<file path="src/rtl/bpl_burst_master.sv">
module bpl_burst_master #(
  parameter int W  = 32,
  parameter int TW = 8
) (
  input  logic           clk,
  input  logic           rst_n,
  input  logic           req_valid,
  input  logic           req_burst,
  input  logic [W-1:0]   req_addr,
  input  logic [4*W-1:0] req_data,
  input  logic [TW-1:0]  tmo_lim,
  input  logic           lhold,
  output logic           done,
  output logic [1:0]     done_status,
  output logic           busy,
  output logic [2*W-1:0] ad_n,
  output logic           ad_oe,
  output logic [1:0]     dstb_n,
  output logic           start_n,
  output logic           burst_n,
  output logic           drq_n,
  input  logic [1:0]     tm_in_n,
  input  logic           ack_n
);

  typedef enum logic [2:0] {
    S_IDLE, S_START, S_D0, S_D1, S_REL, S_WAIT, S_SD1, S_SD2
  } state_t;

  state_t          st;
  logic            burst_q;
  logic [W-1:0]    addr_q;
  logic [4*W-1:0]  data_q;
  logic [TW-1:0]   cnt;

  logic hold, in_bdata, in_sdata, waiting, expired;

  assign hold     = lhold | ~tm_in_n[0];
  assign in_bdata = (st == S_D0) || (st == S_D1);
  assign in_sdata = (st == S_SD1) || (st == S_SD2);
  assign waiting  = (st == S_WAIT) || (st == S_SD2);
  assign expired  = ({1'b0, cnt} + 1'b1) >= {1'b0, tmo_lim};

  always_ff @(posedge clk or negedge rst_n) begin
    if (!rst_n) begin
      st          <= S_IDLE;
      burst_q     <= 1'b0;
      addr_q      <= '0;
      data_q      <= '0;
      cnt         <= '0;
      done        <= 1'b0;
      done_status <= 2'b00;
    end else begin
      done <= 1'b0;
      case (st)
        S_IDLE:
          if (req_valid) begin
            burst_q <= req_burst;
            addr_q  <= req_addr;
            data_q  <= req_data;
            st      <= S_START;
          end
        S_START: begin
          cnt <= '0;
          st  <= burst_q ? S_D0 : S_SD1;
        end
        S_D0:  if (!hold) st <= S_D1;
        S_D1:  if (!hold) st <= S_REL;
        S_REL: st <= S_WAIT;
        S_SD1: st <= S_SD2;
        S_WAIT, S_SD2:
          if (!ack_n) begin
            done        <= 1'b1;
            done_status <= ~tm_in_n;
            st          <= S_IDLE;
          end else if (expired) begin
            done        <= 1'b1;
            done_status <= 2'b11;
            st          <= S_IDLE;
          end else begin
            cnt <= cnt + 1'b1;
          end
        default: st <= S_IDLE;
      endcase
    end
  end

  assign busy    = (st != S_IDLE);
  assign start_n = (st != S_START);
  assign burst_n = !((st == S_START) && burst_q);
  assign drq_n   = !(lhold && in_bdata);
  assign ad_oe   = (st == S_START) || in_bdata || in_sdata;

  assign ad_n = (st == S_START) ? {{W{1'b1}}, ~addr_q} :
                (st == S_D0)    ? ~data_q[2*W-1:0] :
                (st == S_D1)    ? ~data_q[4*W-1:2*W] :
                in_sdata        ? {{W{1'b1}}, ~data_q[W-1:0]} :
                                  {2*W{1'b1}};

  assign dstb_n = in_bdata ? (hold ? 2'b11 : 2'b00) :
                  in_sdata ? 2'b10 : 2'b11;

endmodule

</file>
<file path="config.mk">
export PLATFORM = sky130hd
export DESIGN_NAME = bpl_burst_master
export DESIGN_NICKNAME = d
export VERILOG_FILES = /design/src/rtl/bpl_burst_master.sv
export SDC_FILE = /design/constraint.sdc
export NUM_CORES = 1
export LEC_CHECK = 0
export ABC_AREA = 1
export BUFFER_PORTS_ARGS = -buffer_cell sky130_fd_sc_hd__buf_2
export CORE_ASPECT_RATIO = 1.2
export CORE_MARGIN = 4
export CORE_UTILIZATION = 30
export CTS_BUF_LIST = sky130_fd_sc_hd__clkbuf_4 sky130_fd_sc_hd__clkbuf_8 sky130_fd_sc_hd__clkbuf_16
export DETAILED_ROUTE_END_ITERATION = 7
export PLACE_DENSITY = 0.54
export SLEW_MARGIN = 20
export SYNTH_ARGS = -nofsm -noshare
export SYNTH_HDL_FRONTEND = slang
export SYNTH_SLANG_ARGS = --single-unit
</file>
<file path="constraint.sdc">
create_clock -name clk -period 3.41 [get_ports clk]
set_input_delay 0.341 -clock clk [delete_from_list [all_inputs] [get_ports clk]]
set_output_delay 0.341 -clock clk [all_outputs]
set_load 0.05 [all_outputs]
</file>
==> metrics.cfg, run 1 <==
[outcome]
status=complete, no violations

[worst_hold_path]
hold_path.class=input pin to flip-flop
whs_path_depth=2

[synth]
synth_seq_area_share_pct=53.2
syn_nets=818
syn_area_per_cell_sq_um=13.0
synth-warning-count=0
synth_cell_type_count=27
synth_area_sq_mm=0.00823
synthCells=633
synth.ff_latch_count=175

[cts]
clk_path_buf_depth=2
cts_buffers=17
cts_tree=yes
htree_levels=4
cts_root_buf=clkbuf_16
clock_sinks=175
clock_latency_ns=0.43
clkSlewWorstSetupHoldPaths_ns=0.07
post-cts-setup-buffer-count=0

[layout]
regArea_sq_mm=0.00438
area_growth_pct=26.7
fin_util_pct=38.5
multiInputGateArea_sq_mm=0.00352
drive_gt1_share_pct=52.3
fillers=2697
fin_nets=1058

[timing]
setup_violations=0
maxSlewHeadroom_pct=51.7
slew_violations=0
min_period_ns=2.88
tightest_slew_ns=0.724
hold_violations=0
fmax_ghz=0.347
setup_tns_ns=0
finClkSkew_ns=0.0108
rsz0062_at_grt=false
layout_worst_path_cycle_share_pct=84.4

[floorplanning]
core_sq_mm=0.0271
rows=66
io_pins=250
fp.dieArea_sq_mm=0.0301
start_util_pct=30.4
die_x_microns=159
die_h_microns=189

[pwr]
ir_drop_v=0.000503
power_density_mw_per_mm2=1070
p_leak_uw=0.00523

[placement]
dp_hpwl_mm=15.4
io_buffers=249
gp_congestion=0.760

[routing]
viasPerCell=4.71
drt_wl_total_mm=22.1
first_iter_violations=253
drt-pass1-iter-count=4
drtAntennaViolNets=0
wire_per_inst_microns=18.0
num_vias=5784
drc=0

[worst_setup_path]
cp.required_ns=3.07
critPathMaxStageDelay_ns=0.57
cp_cell_sequence=nor2_4, nand2_2, buf_4, o221ai_1, buf_2
start_kind=flip-flop
worstPathMaxFanout=23
critPathKind=flip-flop to output port
cpMaxStageDelayCell=dfrtp_2
ff2ff_path_depth=15
endpoint_kind=output port
cp_data_arrival_time_ns=2.54

[global_route]
grt_pass1_vias=6126
track_usage_pct=14.5
grt_max_degree=76
grt_pass1_wl_mm=34.7
antenna_found_initial=6
grt_overflow_total=0

[job]
drv_cap=0

-- placed cells by master (no fill, tap or decap), types with 2 or more instances in the layout --
| cell | count |
|---|---|
| nand2_2 | 2 |
| ha_1 | 9 |
| nor2_1 | 9 |
| buf_4 | 10 |
| buf_12 | 2 |
| buf_2 | 248 |
| a21oi_1 | 3 |
| clkinv_4 | 3 |
| xor2_1 | 4 |
| nand3_1 | 15 |
| clkinv_2 | 4 |
| xnor2_1 | 2 |
| a32oi_1 | 32 |
| inv_6 | 2 |
| inv_1 | 25 |
| mux2_4 | 90 |
| clkbuf_8 | 2 |
| diode_2 | 3 |
| o221ai_1 | 32 |
| clkbuf_16 | 17 |
| o21ai_0 | 4 |
| dfrtp_1 | 174 |
| bufinv_16 | 3 |
| nand2_1 | 110 |
| mux2_2 | 71 |
-- flip-flops by register name, indices dropped and copies added (netlist names) --
| signal | flops |
|---|---|
| done_status | 2 |
| cnt | 8 |
| burst_q | 1 |
| st | 3 |
| done | 1 |
| addr_q | 32 |
| data_q | 128 |
-- cell usage after synthesis (all sizes together) --
cell,count,area [sq um]
a32oi,32,280
o221ai,32,280
a31oi,1,6.26
nand3,16,85.1
ha,9,113
or2,1,6.26
dfrtp,175,4380
xnor2,2,17.5
a21oi,4,23.8
buf,26,191
a21boi,1,7.51
o21ai,4,20.0
nor2,11,48.8
clkbuf,15,56.3
mux2,161,2150
inv,26,97.6
xor2,4,35.0
nand2,112,420
nand4,1,6.26
-- area by class of cell --
| type | count | share of cell area, % |
|---|---|---|
| Sequential cell | 175 | 42.0 |
| Multi-Input combinational cell | 391 | 33.7 |
| Timing Repair Buffer | 262 | 13.2 |
| Clock buffer | 19 | 4.35 |
| Tap cell | 340 | 4.08 |
| Clock inverter | 13 | 1.55 |
| Inverter | 26 | 0.937 |
| Antenna cell | 3 | 0.0721 |
-- routing by layer --
layer	part of all wire [%]	up-vias	GRT usage, %
met1	44	2848	18.6
met4	2.2	6	5.21
met2	49	158	23.3
li1	-	2740	-
met3	4.8	32	4.27
met5	0.18	-	0
-- worst paths after layout --
path | from | slack, ns | end
setup / recovery | st[1] | 0.53 | ad_n[28]
hold / removal | req_data[66] | 0.14 | data_q[66]
setup reg to reg | cnt[0] | 0.75 | cnt[1]
hold reg to reg | done_status[1] | 0.50 | done_status[1]
max in group asynchronous | rst_n | 1.93 | data_q[4]
min in group asynchronous | rst_n | 0.47 | data_q[126]
-- per-stage QoR --
step / hold WS [ns] / total power (uW) / setup slack (ns) / instances / area [sq um]
after floorplan: 0.0454 / 7910 / 1.01 / 633 / 8230
after global placement: 0.375 / 9160 / 0.823 / 1193 / 9790
after detailed placement: 0.378 / 9200 / 0.735 / 1193 / 9790
after CTS: 0.111 / 11300 / 0.411 / 1226 / 10400
after global routing: 0.113 / 11800 / 0.358 / 1229 / 10400
final: 0.138 / 11200 / 0.532 / 1229 / 10400
-- report_power, final --
| group | total, uW | internal, uW | switching, uW |
|---|---|---|---|
| Clock | 2060 | 1200 | 866 |
| Sequential | 3700 | 3110 | 593 |
| Combinational | 5400 | 2120 | 3280 |
| Total | 11200 | 6420 | 4740 |
-- timing repair --
| action | in CTS | in global routing |
|---|---|---|
| gates resized for setup | 0 | 0 |
| endpoints found under the hold margin | 59 | 0 |
| hold buffers | 1 | 0 |
-- cell families after synthesis --
| kind of cell | synth area share (%) |
|---|---|
| flops | 53.2 |
| fa+ha+maj | 1.37 |
| buf+inv | 4.20 |
| simple gates | 6.89 |
| compound gates | 7.51 |
| xor+xnor | 0.639 |
| mux | 26.1 |
-- worst max-delay path: cells and delay by family, from the launching register on --
family	cells	cell delay [ns]
buffers and inverters	2	0.70
DFF	1	0.57
and+or+nand+nor	2	0.55
AOI/OAI and AO/OA	1	0.29
No activity file was read; power rests on OpenSTA's default activity.
==> run 2: changes to the inputs <==
--- a/config.mk
+++ b/config.mk
@@ -12,7 +12,7 @@
 export CORE_UTILIZATION = 30
 export CTS_BUF_LIST = sky130_fd_sc_hd__clkbuf_4 sky130_fd_sc_hd__clkbuf_8 sky130_fd_sc_hd__clkbuf_16
 export DETAILED_ROUTE_END_ITERATION = 7
-export PLACE_DENSITY = 0.54
+export PLACE_DENSITY = 0.56
 export SLEW_MARGIN = 20
 export SYNTH_ARGS = -nofsm -noshare
 export SYNTH_HDL_FRONTEND = slang
==> constraint.sdc (replaced) <==
create_clock -name clk -period 2.55 [get_ports clk]
set_input_delay 0.255 -clock clk [delete_from_list [all_inputs] [get_ports clk]]
set_output_delay 0.255 -clock clk [all_outputs]
set_load 0.05 [all_outputs]
==> metrics.cfg, run 2 (synthesis results as in run 1) <==
[outcome]
status=complete, no violations

[global_route]
met3_usage_pct=3.83  ; -0.44 points
grt.busiest_layer=met2
grt_use_met2_pct=24.9  ; +1.6 points
grt_overflow_total=0  ; unchanged
track_usage_pct=14.7  ; +0.30 points
met1_usage_pct=18.5  ; about the same
grt_pass1_wl_mm=35.2  ; +1.7%
antenna_found_initial=3  ; -3
grt_max_degree=80  ; +5.3%
grt_pass1_vias=6250  ; +2.0%

[worst_setup_path]
start_kind=flip-flop
cp.required_ns=2.30  ; -0.77 ns
endpoint_kind=output port
cp_cell_sequence=inv_2, nor2_1, nand2_2, buf_4, o221ai_1, buf_2
cpMaxStageDelayCell=dfrtp_1
crit_family=buffers and inverters
critPathMaxStageDelay_ns=0.50  ; -0.07 ns
cp_data_arrival_time_ns=2.12  ; -0.42 ns
critPathKind=flip-flop to output port
crit_buf_inv=3  ; +1
worstPathMaxFanout=18  ; -22%

[floorplanning]
fp.dieArea_sq_mm=0.0301  ; unchanged
die_x_microns=159  ; unchanged
die_h_microns=189  ; unchanged
core_sq_mm=0.0271  ; unchanged
io_pins=250  ; unchanged
rows=66  ; unchanged
start_util_pct=30.4  ; unchanged

[timing]
rsz0062_at_grt=false
fmax_ghz=0.421
setup_violations=0  ; unchanged
min_period_ns=2.38
setup_tns_ns=0  ; unchanged
tightest_slew_ns=0.594  ; -0.130 ns
hold_violations=0  ; unchanged
finClkSkew_ns=0.00896  ; -0.00186 ns
slew_violations=0  ; unchanged
layout_worst_path_cycle_share_pct=93.3
maxSlewHeadroom_pct=60.4  ; +8.7 points

[cts]
post-cts-setup-buffer-count=0  ; unchanged
cts_tree=yes
clkSlewWorstSetupHoldPaths_ns=0.07  ; about the same
clock_sinks=175  ; unchanged
cts_root_buf=clkbuf_16
htree_levels=4  ; unchanged
cts-resized-gates=0  ; unchanged
cts_buffers=17  ; unchanged
clk_path_buf_depth=2  ; unchanged
clock_latency_ns=0.43  ; about the same

[layout]
reg_top3=data_q x128, addr_q x32, cnt x8
largest_reg_flops=128  ; unchanged
largest_register=data_q
fin_nets=1066  ; +0.76%
layout.cells.non_filler=1236  ; +0.57%
drive_gt1_share_pct=52.7  ; +0.43 points
final_cell_mix=buf_2 (245), dfrtp_1 (174), nand2_1 (110)
area_growth_pct=28.2
final_common_cell=buf_2

[routing]
wire_per_inst_microns=17.9  ; -0.11%
drt_wl_total_mm=22.2  ; +0.46%
viasPerCell=4.71  ; +0.17%
num_vias=5827  ; +0.74%
first_iter_violations=269  ; +6.3%
drt-pass1-iter-count=4  ; unchanged
drc=0  ; unchanged
drtAntennaViolNets=0  ; unchanged

[job]
drv_cap=0  ; unchanged

[pwr]
p_leak_uw=0.00530  ; +1.2%
ir_drop_v=0.000546  ; +8.5%
power_density_mw_per_mm2=1430  ; +33%

[worst_hold_path]
hold_path.class=input pin to flip-flop

[placement]
io_buffers=249  ; unchanged
numPlacedInstances=1201  ; +0.67%
dp_hpwl_mm=15.2  ; -1.3%
gp_congestion=0.777  ; +2.3%

## run 2: changes by cell type in the layout (fill, tap and decap cells not counted), sizes merged
cell	before	now
diode	3	2
clkbuf	19	22
buf	261	269
bufinv	3	2
clkinvlp	1	2
inv	28	26
clkinv	7	6
## run 2: layer usage
layer | vias up | part of all wire [%]
li1 | 2761 | -
met4 | 2 | 1.5
met2 | 151 | 51
met5 | - | 0.059
met3 | 21 | 4.8
met1 | 2892 | 43
## run 2: per-stage QoR
stage,util [%],setup slack (ns),hold slack [ns],cell area (sq um),power (uW)
3_3_place_gp,36.7,0.354,0.296,9940,12500
4_1_cts,38.9,0.146,0.0289,10500,15300
3_5_place_dp,36.7,0.287,0.295,9940,12600
2_1_floorplan,-,0.232,-0.0406,8230,10600
5_1_grt,38.9,0.0103,0.0247,10500,16000
6_report,38.9,0.172,0.0542,10500,15100
## run 2: area by class of cell
type	instances	area (sq um)
Tap cell	340	425
Clock inverter	10	113
Fill cell	2670	16500
Clock buffer	22	475
Timing Repair Buffer	270	1530
Sequential cell	175	4380
Inverter	26	97.6
Multi-Input combinational cell	391	3520
Antenna cell	2	5.00
## run 2: worst reg2reg max path, stage by stage, from the launching register on
cell	delay, ns
dfrtp_1	0.42
ha_1	0.20
nand3_1	0.12
xnor2_1	0.22
ha_1	0.29
nand2_1	0.09
inv_1	0.04
nand2_1	0.06
nand3_1	0.08
nand2_1	0.07
nand2_1	0.05
nand2_1	0.07
nand3_1	0.10
inv_1	0.23
nand2_1	0.08
nand2_1	0.08
## run 2: worst paths after layout
path | slack, ns | depth (start not counted) | from | endpoint
worst min-delay path | 0.05 | 2 | req_addr[2] | addr_q[2]
max in group asynchronous | 1.43 | 3 | rst_n | data_q[20]
min in group asynchronous | 0.38 | 2 | rst_n | data_q[49]
worst max-delay path | 0.17 | 6 | st[0] | ad_n[26]
worst max register to register | 0.30 | 15 | cnt[0] | cnt[3]
worst min register to register | 0.49 | 2 | done_status[1] | done_status[1]
## run 2: power by group
part	total [uW]	internal, uW	leakage, uW	switching [uW]
Clock	2650	1530	0.000290	1120
Sequential	4910	4160	0.00209	752
Combinational	7530	3040	0.00292	4480
## run 2: repair_timing
item | 4_1_cts | 5_1_grt
hold buffers | 1 | 0
endpoints found under the hold margin | 55 | 0
setup endpoints to repair | 0 | 0
